$ cat src/rtl/dcal_pkg.sv
package dcal_pkg;

    typedef enum logic {
        SW_GROUND = 1'b0,
        SW_REFPOS = 1'b1
    } sw_dir_e;

endpackage

$ cat src/rtl/dcal_step.sv
module dcal_step #(
    parameter int RES_W  = 14,
    parameter int FRAC_W = 8,
    parameter int MU_SH  = 12,
    parameter int STEP_W = RES_W + 1 + FRAC_W
) (
    input  logic signed [RES_W-1:0]  first_i,
    input  logic signed [RES_W-1:0]  second_i,
    output logic signed [STEP_W-1:0] step_o
);
    localparam int DIFF_W = RES_W + 1;

    logic signed [DIFF_W-1:0] diff;
    logic signed [STEP_W:0]   scaled;
    logic signed [STEP_W:0]   bias_v;
    logic signed [STEP_W:0]   biased;
    logic signed [STEP_W:0]   shifted;

    always_comb begin
        diff    = {first_i[RES_W-1], first_i} - {second_i[RES_W-1], second_i};
        scaled  = {diff[DIFF_W-1], diff, {FRAC_W{1'b0}}};
        // a negative value gets 2^MU-1 added so the shift truncates toward zero
        bias_v  = scaled[STEP_W] ? {{(STEP_W+1-MU_SH){1'b0}}, {MU_SH{1'b1}}} : '0;
        biased  = scaled + bias_v;
        shifted = biased >>> MU_SH;
        step_o  = shifted[STEP_W-1:0];
    end

    // the step never points opposite to the difference
    always_comb begin
        assert_step_sign_R2: assert (!((diff > 0) && (step_o < 0)) && !((diff < 0) && (step_o > 0)));
    end

endmodule

$ cat src/rtl/dcal_sat_acc.sv
module dcal_sat_acc #(
    parameter int WEIGHT_W = 26,
    parameter int STEP_W   = 23
) (
    input  logic signed [WEIGHT_W-1:0] w_i,
    input  logic signed [STEP_W-1:0]   step_i,
    input  logic                       sub_i,
    output logic signed [WEIGHT_W-1:0] w_o
);
    localparam int EXT_W = ((WEIGHT_W > STEP_W) ? WEIGHT_W : STEP_W) + 2;
    localparam logic signed [EXT_W-1:0] MAX_V =
        {{(EXT_W-WEIGHT_W+1){1'b0}}, {(WEIGHT_W-1){1'b1}}};
    localparam logic signed [EXT_W-1:0] MIN_V =
        {{(EXT_W-WEIGHT_W+1){1'b1}}, {(WEIGHT_W-1){1'b0}}};

    logic signed [EXT_W-1:0] a_ext;
    logic signed [EXT_W-1:0] b_ext;
    logic signed [EXT_W-1:0] sum;
    logic signed [EXT_W-1:0] clamped;

    always_comb begin
        a_ext = EXT_W'(w_i);
        b_ext = EXT_W'(step_i);
        sum   = sub_i ? (a_ext - b_ext) : (a_ext + b_ext);
        if (sum > MAX_V) begin
            clamped = MAX_V;
        end else if (sum < MIN_V) begin
            clamped = MIN_V;
        end else begin
            clamped = sum;
        end
        w_o = clamped[WEIGHT_W-1:0];
    end

endmodule

$ cat src/rtl/dcal_avg.sv
module dcal_avg #(
    parameter int RES_W = 14
) (
    input  logic signed [RES_W-1:0] first_i,
    input  logic signed [RES_W-1:0] second_i,
    output logic signed [RES_W-1:0] avg_o
);
    logic signed [RES_W:0] total;
    logic signed [RES_W:0] half;

    always_comb begin
        total = {first_i[RES_W-1], first_i} + {second_i[RES_W-1], second_i};
        half  = total >>> 1;
        avg_o = half[RES_W-1:0];
    end

endmodule

$ cat src/rtl/dcal_top.sv
module dcal_top #(
    parameter int NUM_UNITS = 15,
    parameter int RES_W     = 14,
    parameter int WEIGHT_W  = 26,
    parameter int FRAC_W    = 8,
    parameter int MU_SH     = 12,
    parameter int NOM_UNIT  = 2,
    parameter int IDX_W     = $clog2(NUM_UNITS + 1)
) (
    input  logic                       clk,
    input  logic                       rst_n,
    input  logic                       smp_vld,
    input  logic signed [RES_W-1:0]    conv_first,
    input  logic signed [RES_W-1:0]    conv_second,
    input  logic                       unit_dir,
    input  logic                       unit_was_term,
    input  logic [IDX_W-1:0]           rd_sel,
    output logic [IDX_W-1:0]           cal_unit,
    output logic                       avg_vld,
    output logic signed [RES_W-1:0]    avg_out,
    output logic signed [WEIGHT_W-1:0] rd_weight
);
    import dcal_pkg::*;

    localparam int STEP_W = RES_W + 1 + FRAC_W;
    localparam logic [IDX_W-1:0] LAST_IDX  = IDX_W'(NUM_UNITS);
    localparam logic [IDX_W-1:0] FIRST_IDX = IDX_W'(1);
    localparam logic signed [WEIGHT_W-1:0] NOM_W = WEIGHT_W'(NOM_UNIT) <<< FRAC_W;

    typedef struct packed {
        logic [IDX_W-1:0]                     idx;
        logic                                 ovld;
        logic [RES_W-1:0]                     avg;
        logic [NUM_UNITS:0][WEIGHT_W-1:0]     w;
    } cal_state_t;

    cal_state_t st_d, st_q;

    logic signed [STEP_W-1:0]   step_val;
    logic signed [RES_W-1:0]    avg_val;
    logic signed [WEIGHT_W-1:0] cur_w;
    logic signed [WEIGHT_W-1:0] new_w;
    sw_dir_e                    dir_e;

    assign dir_e = sw_dir_e'(unit_dir);
    assign cur_w = st_q.w[st_q.idx];

    dcal_step #(
        .RES_W (RES_W),
        .FRAC_W(FRAC_W),
        .MU_SH (MU_SH),
        .STEP_W(STEP_W)
    ) step_i (
        .first_i (conv_first),
        .second_i(conv_second),
        .step_o  (step_val)
    );

    dcal_avg #(
        .RES_W(RES_W)
    ) avg_i (
        .first_i (conv_first),
        .second_i(conv_second),
        .avg_o   (avg_val)
    );

    dcal_sat_acc #(
        .WEIGHT_W(WEIGHT_W),
        .STEP_W  (STEP_W)
    ) acc_i (
        .w_i   (cur_w),
        .step_i(step_val),
        .sub_i (dir_e == SW_REFPOS),
        .w_o   (new_w)
    );

    always_comb begin
        st_d      = st_q;
        st_d.ovld = smp_vld;
        if (smp_vld) begin
            st_d.avg = avg_val;
            if (!unit_was_term) begin
                st_d.w[st_q.idx] = new_w;
                st_d.idx = (st_q.idx == LAST_IDX) ? FIRST_IDX : st_q.idx + 1'b1;
            end
        end
    end

    always_ff @(posedge clk or negedge rst_n) begin
        if (!rst_n) begin
            st_q.idx  <= FIRST_IDX;
            st_q.ovld <= 1'b0;
            st_q.avg  <= '0;
            for (int k = 0; k <= NUM_UNITS; k++) begin
                st_q.w[k] <= NOM_W;
            end
        end else begin
            st_q <= st_d;
        end
    end

    assign cal_unit  = st_q.idx;
    assign avg_vld   = st_q.ovld;
    assign avg_out   = st_q.avg;
    assign rd_weight = (int'(rd_sel) <= NUM_UNITS) ? st_q.w[rd_sel] : '0;

    assert_ref_fixed_R6: assert property (@(posedge clk) disable iff (!rst_n)
        $signed(st_q.w[0]) == NOM_W);

    assert_idx_range_R5: assert property (@(posedge clk) disable iff (!rst_n)
        (cal_unit >= FIRST_IDX) && (cal_unit <= LAST_IDX));

    assert_idx_wrap_R5: assert property (@(posedge clk) disable iff (!rst_n)
        (smp_vld && !unit_was_term && cal_unit == LAST_IDX) |=> (cal_unit == FIRST_IDX));

    assert_idx_step_R5: assert property (@(posedge clk) disable iff (!rst_n)
        (smp_vld && !unit_was_term && cal_unit != LAST_IDX) |=> (cal_unit == $past(cal_unit) + 1'b1));

    assert_term_hold_R8: assert property (@(posedge clk) disable iff (!rst_n)
        (smp_vld && unit_was_term) |=> ($stable(cal_unit) && $stable(st_q.w) && avg_vld));

    assert_idle_hold_R10: assert property (@(posedge clk) disable iff (!rst_n)
        !smp_vld |=> ($stable(cal_unit) && $stable(st_q.w) && !avg_vld));

    assert_out_valid_R1: assert property (@(posedge clk) disable iff (!rst_n)
        smp_vld |=> avg_vld);

endmodule

$ cat config.mk
export PLATFORM = sky130hd
export DESIGN_NAME = dcal_top
export DESIGN_NICKNAME = d
export VERILOG_FILES = /design/src/rtl/dcal_pkg.sv /design/src/rtl/dcal_step.sv /design/src/rtl/dcal_sat_acc.sv /design/src/rtl/dcal_avg.sv /design/src/rtl/dcal_top.sv
export SDC_FILE = /design/constraint.sdc
export NUM_CORES = 1
export LEC_CHECK = 0
export BUFFER_PORTS_ARGS = -buffer_cell sky130_fd_sc_hd__buf_4
export CAP_MARGIN = 20
export CORE_MARGIN = 3
export CORE_UTILIZATION = 65
export CTS_BUF_LIST = sky130_fd_sc_hd__clkbuf_4
export CTS_CLUSTER_DIAMETER = 30
export DETAILED_ROUTE_END_ITERATION = 6
export PLACE_DENSITY = 0.85
export SLEW_MARGIN = 30
export SYNTH_ARGS = -nofsm -noshare
export SYNTH_HDL_FRONTEND = slang
export SYNTH_SLANG_ARGS = --single-unit
$ cat constraint.sdc
create_clock -name clk -period 15.7 [get_ports clk]
set_input_delay 2.355 -clock clk [delete_from_list [all_inputs] [get_ports clk]]
set_output_delay 2.355 -clock clk [all_outputs]
set_load 0.01 [all_outputs]
# Word level (Yosys, flattened, before mapping)
# Cells that the tools add are included.
# totals
output_inout_bits,45
reg_bits,435
inputBits,37
wordCells,46
# op_classes
n_reduce_logical,2
n_mux,12
eq_ne,1
n_addsub,6
n_bitwise,1
order_cmp,5
# ops
operator,n
bitwise mux 416 bit,1
binary-select mux 26 bit (select 4 bit),2
2-to-1 mux 26 bit,5
demux 26 bit (select 4 bit),1
"> comparator 28 x 26 -> 1 bit, second input constant",1
"less-than comparator 28 x 26 -> 1 bit, second input constant",1
2-to-1 mux 28 bit,1
adder 26 x 12 -> 27 bit,1
subtractor 26 x 12 -> 27 bit,1
adder 23 x 13 -> 24 bit,1
adder 14 x 14 -> 15 bit,1
subtractor 14 x 14 -> 15 bit,1
2-to-1 mux 12 bit,1
"less-than comparator 4 x 5 -> 1 bit, second input constant",2
"adder 4 x 1 -> 4 bit, second input constant",1
"equality test 4 bit, second input constant",1
">= comparator 4 x 1 -> 1 bit, second input constant",1
2-to-1 mux 4 bit,1
AND reduction 2 bit,1
logical AND 1 bit,1
inverter 1 bit,1

# Logic depth before layout (Yosys ltp)
# logic_depth
ltp_word,9
ltp_mapped,35
mapped_depth_nobuf,29

# Hierarchy
# A second synthesis with hierarchy kept.
# unflattened
hier_cells,1951
area_unflattened_um2,26409.1
# modules_own_cells
mod,area_each_um2,cells_each,n_inst
dcal_top,22552.9,1434,1
dcal_sat_acc,2227.1,301,1
dcal_step,978.4,131,1
dcal_avg,650.6,85,1

# Worst setup path before layout
# Ideal clock, no wire load.
# synth_timing
path_kind,in2reg
startpoint,in conv_first[0]
endpoint,reg st_q[166] in the netlist's numbering
path_slack_ns,6.718
path_stages,32
arrival_time_ns,8.845
required_time_ns,15.562
path_buffers,5
cell_sequence,inv_1 > ha_1 > inv_1 > fa_1 > a211oi_2 > o21ai_1 > a31o_1 > or4_1 > o311a_1 > and3b_1 > a31oi_2 > or2_0 > buf_2 > a21oi_1 > a21oi_1 > ha_1 > a211oi_1 > nand2_1 > a31o_2 > a2111o_1 > a21oi_1 > nor4_1 > nor4bb_1 > buf_1 > a21oi_1 > mux2_1 > or2_4 > buf_8 > buf_8 > a21oi_4 > buf_6 > a21oi_2
# synth_via
elab_chain_len,9
elab_cells_between_ends,11
cone_classes,add/sub: 4; order compare: 2; mux: 5
# synth_rtl
item,line_no,rtl
from (decl),dcal_top.sv:13,"input logic signed [RES_W-1:0] conv_first,"
subtractor 14 x 14 -> 15 bit (*),dcal_step.sv:20,"diff = {first_i[RES_W-1], first_i} - {second_i[RES_W-1], second_i};"
2-to-1 mux 12 bit,dcal_step.sv:23,"bias_v = scaled[STEP_W] ? {{(STEP_W+1-MU_SH){1'b0}}, {MU_SH{1'b1}}} : '0;"
adder 23 x 13 -> 24 bit (*),dcal_step.sv:24,biased = scaled + bias_v;
adder 26 x 12 -> 27 bit / subtractor 26 x 12 -> 27 bit (equally long branches),dcal_sat_acc.sv:24,sum = sub_i ? (a_ext - b_ext) : (a_ext + b_ext);
2-to-1 mux 28 bit (*),dcal_sat_acc.sv:24,
less-than comparator 28 x 26 -> 1 bit,dcal_sat_acc.sv:27,end else if (sum < MIN_V) begin
2-to-1 mux 26 bit,dcal_sat_acc.sv:27,
2-to-1 mux 26 bit (*),dcal_sat_acc.sv:25,if (sum > MAX_V) begin
bitwise mux 416 bit (*),dcal_top.sv:83,st_d.w[st_q.idx] = new_w;
to (signal assigned),dcal_top.sv:98,st_q <= st_d;
to (decl),dcal_top.sv:37,"cal_state_t st_d, st_q;"
# Mark *: on every way between the ends. The rest lies on a longest branch, timed or not.
# A chain may end at the register's enable or synchronous reset.

# Worst setup path in the final report
# layout_timing
startpoint,in conv_first[0]
endpoint,reg st_q[197] in the netlist's numbering
# The elaborated chain is that of the path after synthesis.

==> run_results.csv <==
group,metric,value,unit
yosys,synthFlopType,"dfrtp_1",
clock_network,cts_resized,0,
routing,vias_per_cell,6.93,
clock_network,post_cts_buffers,0,
layout,stdcell_area,0.0280,sq mm
clock_network,clkLatencyLatePin,0.82,ns
clock_network,tritoncts,"yes",
global_routing,grt_use_total,33.8,%
floorplanning,io_pins,82,
floorplanning,dieWidth,205,microns
timing,setup-violations-final,0,
critical_path,crit_path_start_kind,"primary input",
clock_network,clock-sinks,435,
layout,layout_commonest_cell,"dfrtp_1",
global_routing,grt_max_degree,184,
critical_path,crit_fanout,22,
timing,setup_tns,0,ns
placement,dp_hpwl,42700,microns
clock_network,cts_buffers,114,
timing,hold_ws,0.493,ns
yosys,synth.distinct_cells,76,
layout,multi_input_area,0.0139,sq mm
clock_network,clk_path_buf_depth,3,
yosys,ys_ff_latch,435,
routing,met1Wirelength,25400,microns
timing,tightest_slew,1.01,ns
routing,remaining_drc_errors,0,
timing,rsz0062_at_grt,"no",
layout,syn2layout_area_growth,8.24,%
critical_path,crit_top_cell,"a21oi_1",
clock_network,cts-root-buf,"clkbuf_4",
critical_path,worstSetupEndpointType,"flip-flop",
critical_path,ff2ff_path_depth,16,
routing,first_pass_iters,6,
flow_run,maxCapViolations,0,
timing,layout_min_cycle_time,10.07,ns
outcome,outcome,"completed",
floorplanning,fp.dieH,205,microns
routing,wire_per_inst,24.0,microns
yosys,synth_edf_count,0,
routing,met2_wirelength,33800,microns
timing,relSlewSlack,32.5,%
global_routing,first_global_vias,20800,
yosys,async_flop_share,100,%
floorplanning,initial_core_util,66.3,%
yosys,avgSynthCellArea,11.2,sq um
yosys,syn_inst,2301,
routing,top_layer_used,"met4",
routing,wl,70200,microns
hold_path,hp-start,"st_q[113]",
routing,initialDrtViolationCount,2411,
yosys,synth.net_count,2400,
global_routing,grt_overflow,0,
timing,finalCritPeriodShare,64.2,%
clock_network,h-tree-depth,3,
global_routing,antenna_found_initial,1,
timing,finalClockSkew,0.0462,ns
global_routing,grt_pass1_wl,110000,microns
yosys,synth_area,0.0259,sq mm
clock_network,clkTransAtPathRegs,0.06,ns
critical_path,cp_slowest_cell,"nor4bb_2",
yosys,yosysWarnings,0,
routing,postRouteAntennaNets,0,
clock_network,hold_buffers,0,
critical_path,worst_ep_required_time,16.33,ns
critical_path,crit_start,"conv_first[0]",
layout,finish.utilization,71.7,%
hold_path,whs_path_depth,2,
routing,vias,20300,
critical_path,slowest_delay,0.73,ns
floorplanning,die_area,0.0422,sq mm
layout,final_cell_mix,"dfrtp_1 (415), nor2_1 (295), mux4_2 (260)",
layout,regArea,0.0109,sq mm
floorplanning,coreArea,0.0390,sq mm
layout,fill_cells,2530,
hold_path,hold_path_class,"flip-flop to flip-flop",
critical_path,r2r_start,"cal_unit[0]",
critical_path,arrival,10.70,ns
layout,drive_gt1_share,30.1,%
timing,slew_violations,0,
critical_path,crit_type,"primary input to flip-flop",
layout,layout.nets,2420,
placement,io_buffers,81,
placement,place.gp.congestion,0.916,
routing,dr_wl_met3,7190,microns
timing,report.final.hold_viol_count,0,
floorplanning,rows,72,
yosys,seq_area_frac_synth,42.2,%
timing,fmax,0.0993,GHz
placement,place_area,0.0265,sq mm
[flip-flops by register name, summed over array words and instances, names as in the netlist]
name      flops
avg_out      14
avg_vld       1
st_q        416
cal_unit      4
[kinds of logic (layout without fill, tap and decap cells)]
| group | after synthesis | count (layout) | synth area share, % |
|---|---|---|---|
| compound gates | 612 | 612 | 15.4 |
| xor+xnor | 62 | 62 | 2.10 |
| fa+ha+maj | 62 | 62 | 3.09 |
| buf+inv | 251 | 355 | 4.54 |
| flops | 435 | 435 | 42.2 |
| mux | 264 | 264 | 22.8 |
| other cells | 0 | 2 | 0 |
| simple gates | 615 | 615 | 9.89 |
[metal layers]
metal | global-route usage [%] | vias to the layer above
met1 | 43.7 | 10000
met2 | 53.9 | 1434
met4 | 19.3 | 0
li1 | - | 8499
met5 | 0 | -
met3 | 6.85 | 316
[cell type report]
| type | instances | area share, % |
|---|---|---|
| Clock buffer | 152 | 4.08 |
| Tap cell | 518 | 2.32 |
| Timing Repair Buffer | 110 | 3.36 |
| Inverter | 45 | 0.604 |
| Multi-Input combinational cell | 1615 | 49.7 |
| Antenna cell | 2 | 0.0179 |
| Sequential cell | 435 | 39.0 |
| Clock inverter | 48 | 0.885 |
[Yosys cell counts (26+ instances only)]
cell type	number	area (sq um)
ha_1	59	738
dfrtp_1	418	10500
nand3_1	28	140
a21oi_2	115	1010
o22a_1	32	280
xnor2_1	45	394
o21ai_0	159	796
inv_1	45	169
mux4_2	260	5860
a21oi_1	203	1020
clkbuf_1	126	473
nand2_1	197	739
buf_1	26	97.6
nor2_1	308	1160
[metrics by stage]
| stage | setup slack (ns) | cells |
|---|---|---|
| after floorplan | 6.72 | 2301 |
| after global placement | 5.26 | 2719 |
| after detailed placement | 4.97 | 2721 |
| after CTS | 5.82 | 2921 |
| after global routing | 5.07 | 2925 |
| final | 5.63 | 2925 |
[worst paths after layout]
path | end | slack [ns]
worst max-delay path | st_q[197] | 5.63
worst min-delay path | st_q[113] | 0.49
worst max register to register | st_q[197] | 8.18
worst min register to register | st_q[113] | 0.49
max in group asynchronous | st_q[307] | 12.23
min in group asynchronous | avg_vld | 1.57
[worst max-delay path: cells and delay by family]
family / cells / cell delay (ns)
adder cells (fa/ha/maj): 3 / 1.10
buffers and inverters: 3 / 0.22
multiplexers: 1 / 0.36
AND/OR/NAND/NOR: 5 / 2.40
AO/OA/AOI/OAI: 15 / 4.24
Power is left out: the tool's default activity adds up to more than one toggle a clock period on the data nets, which glitch-free logic cannot reach.
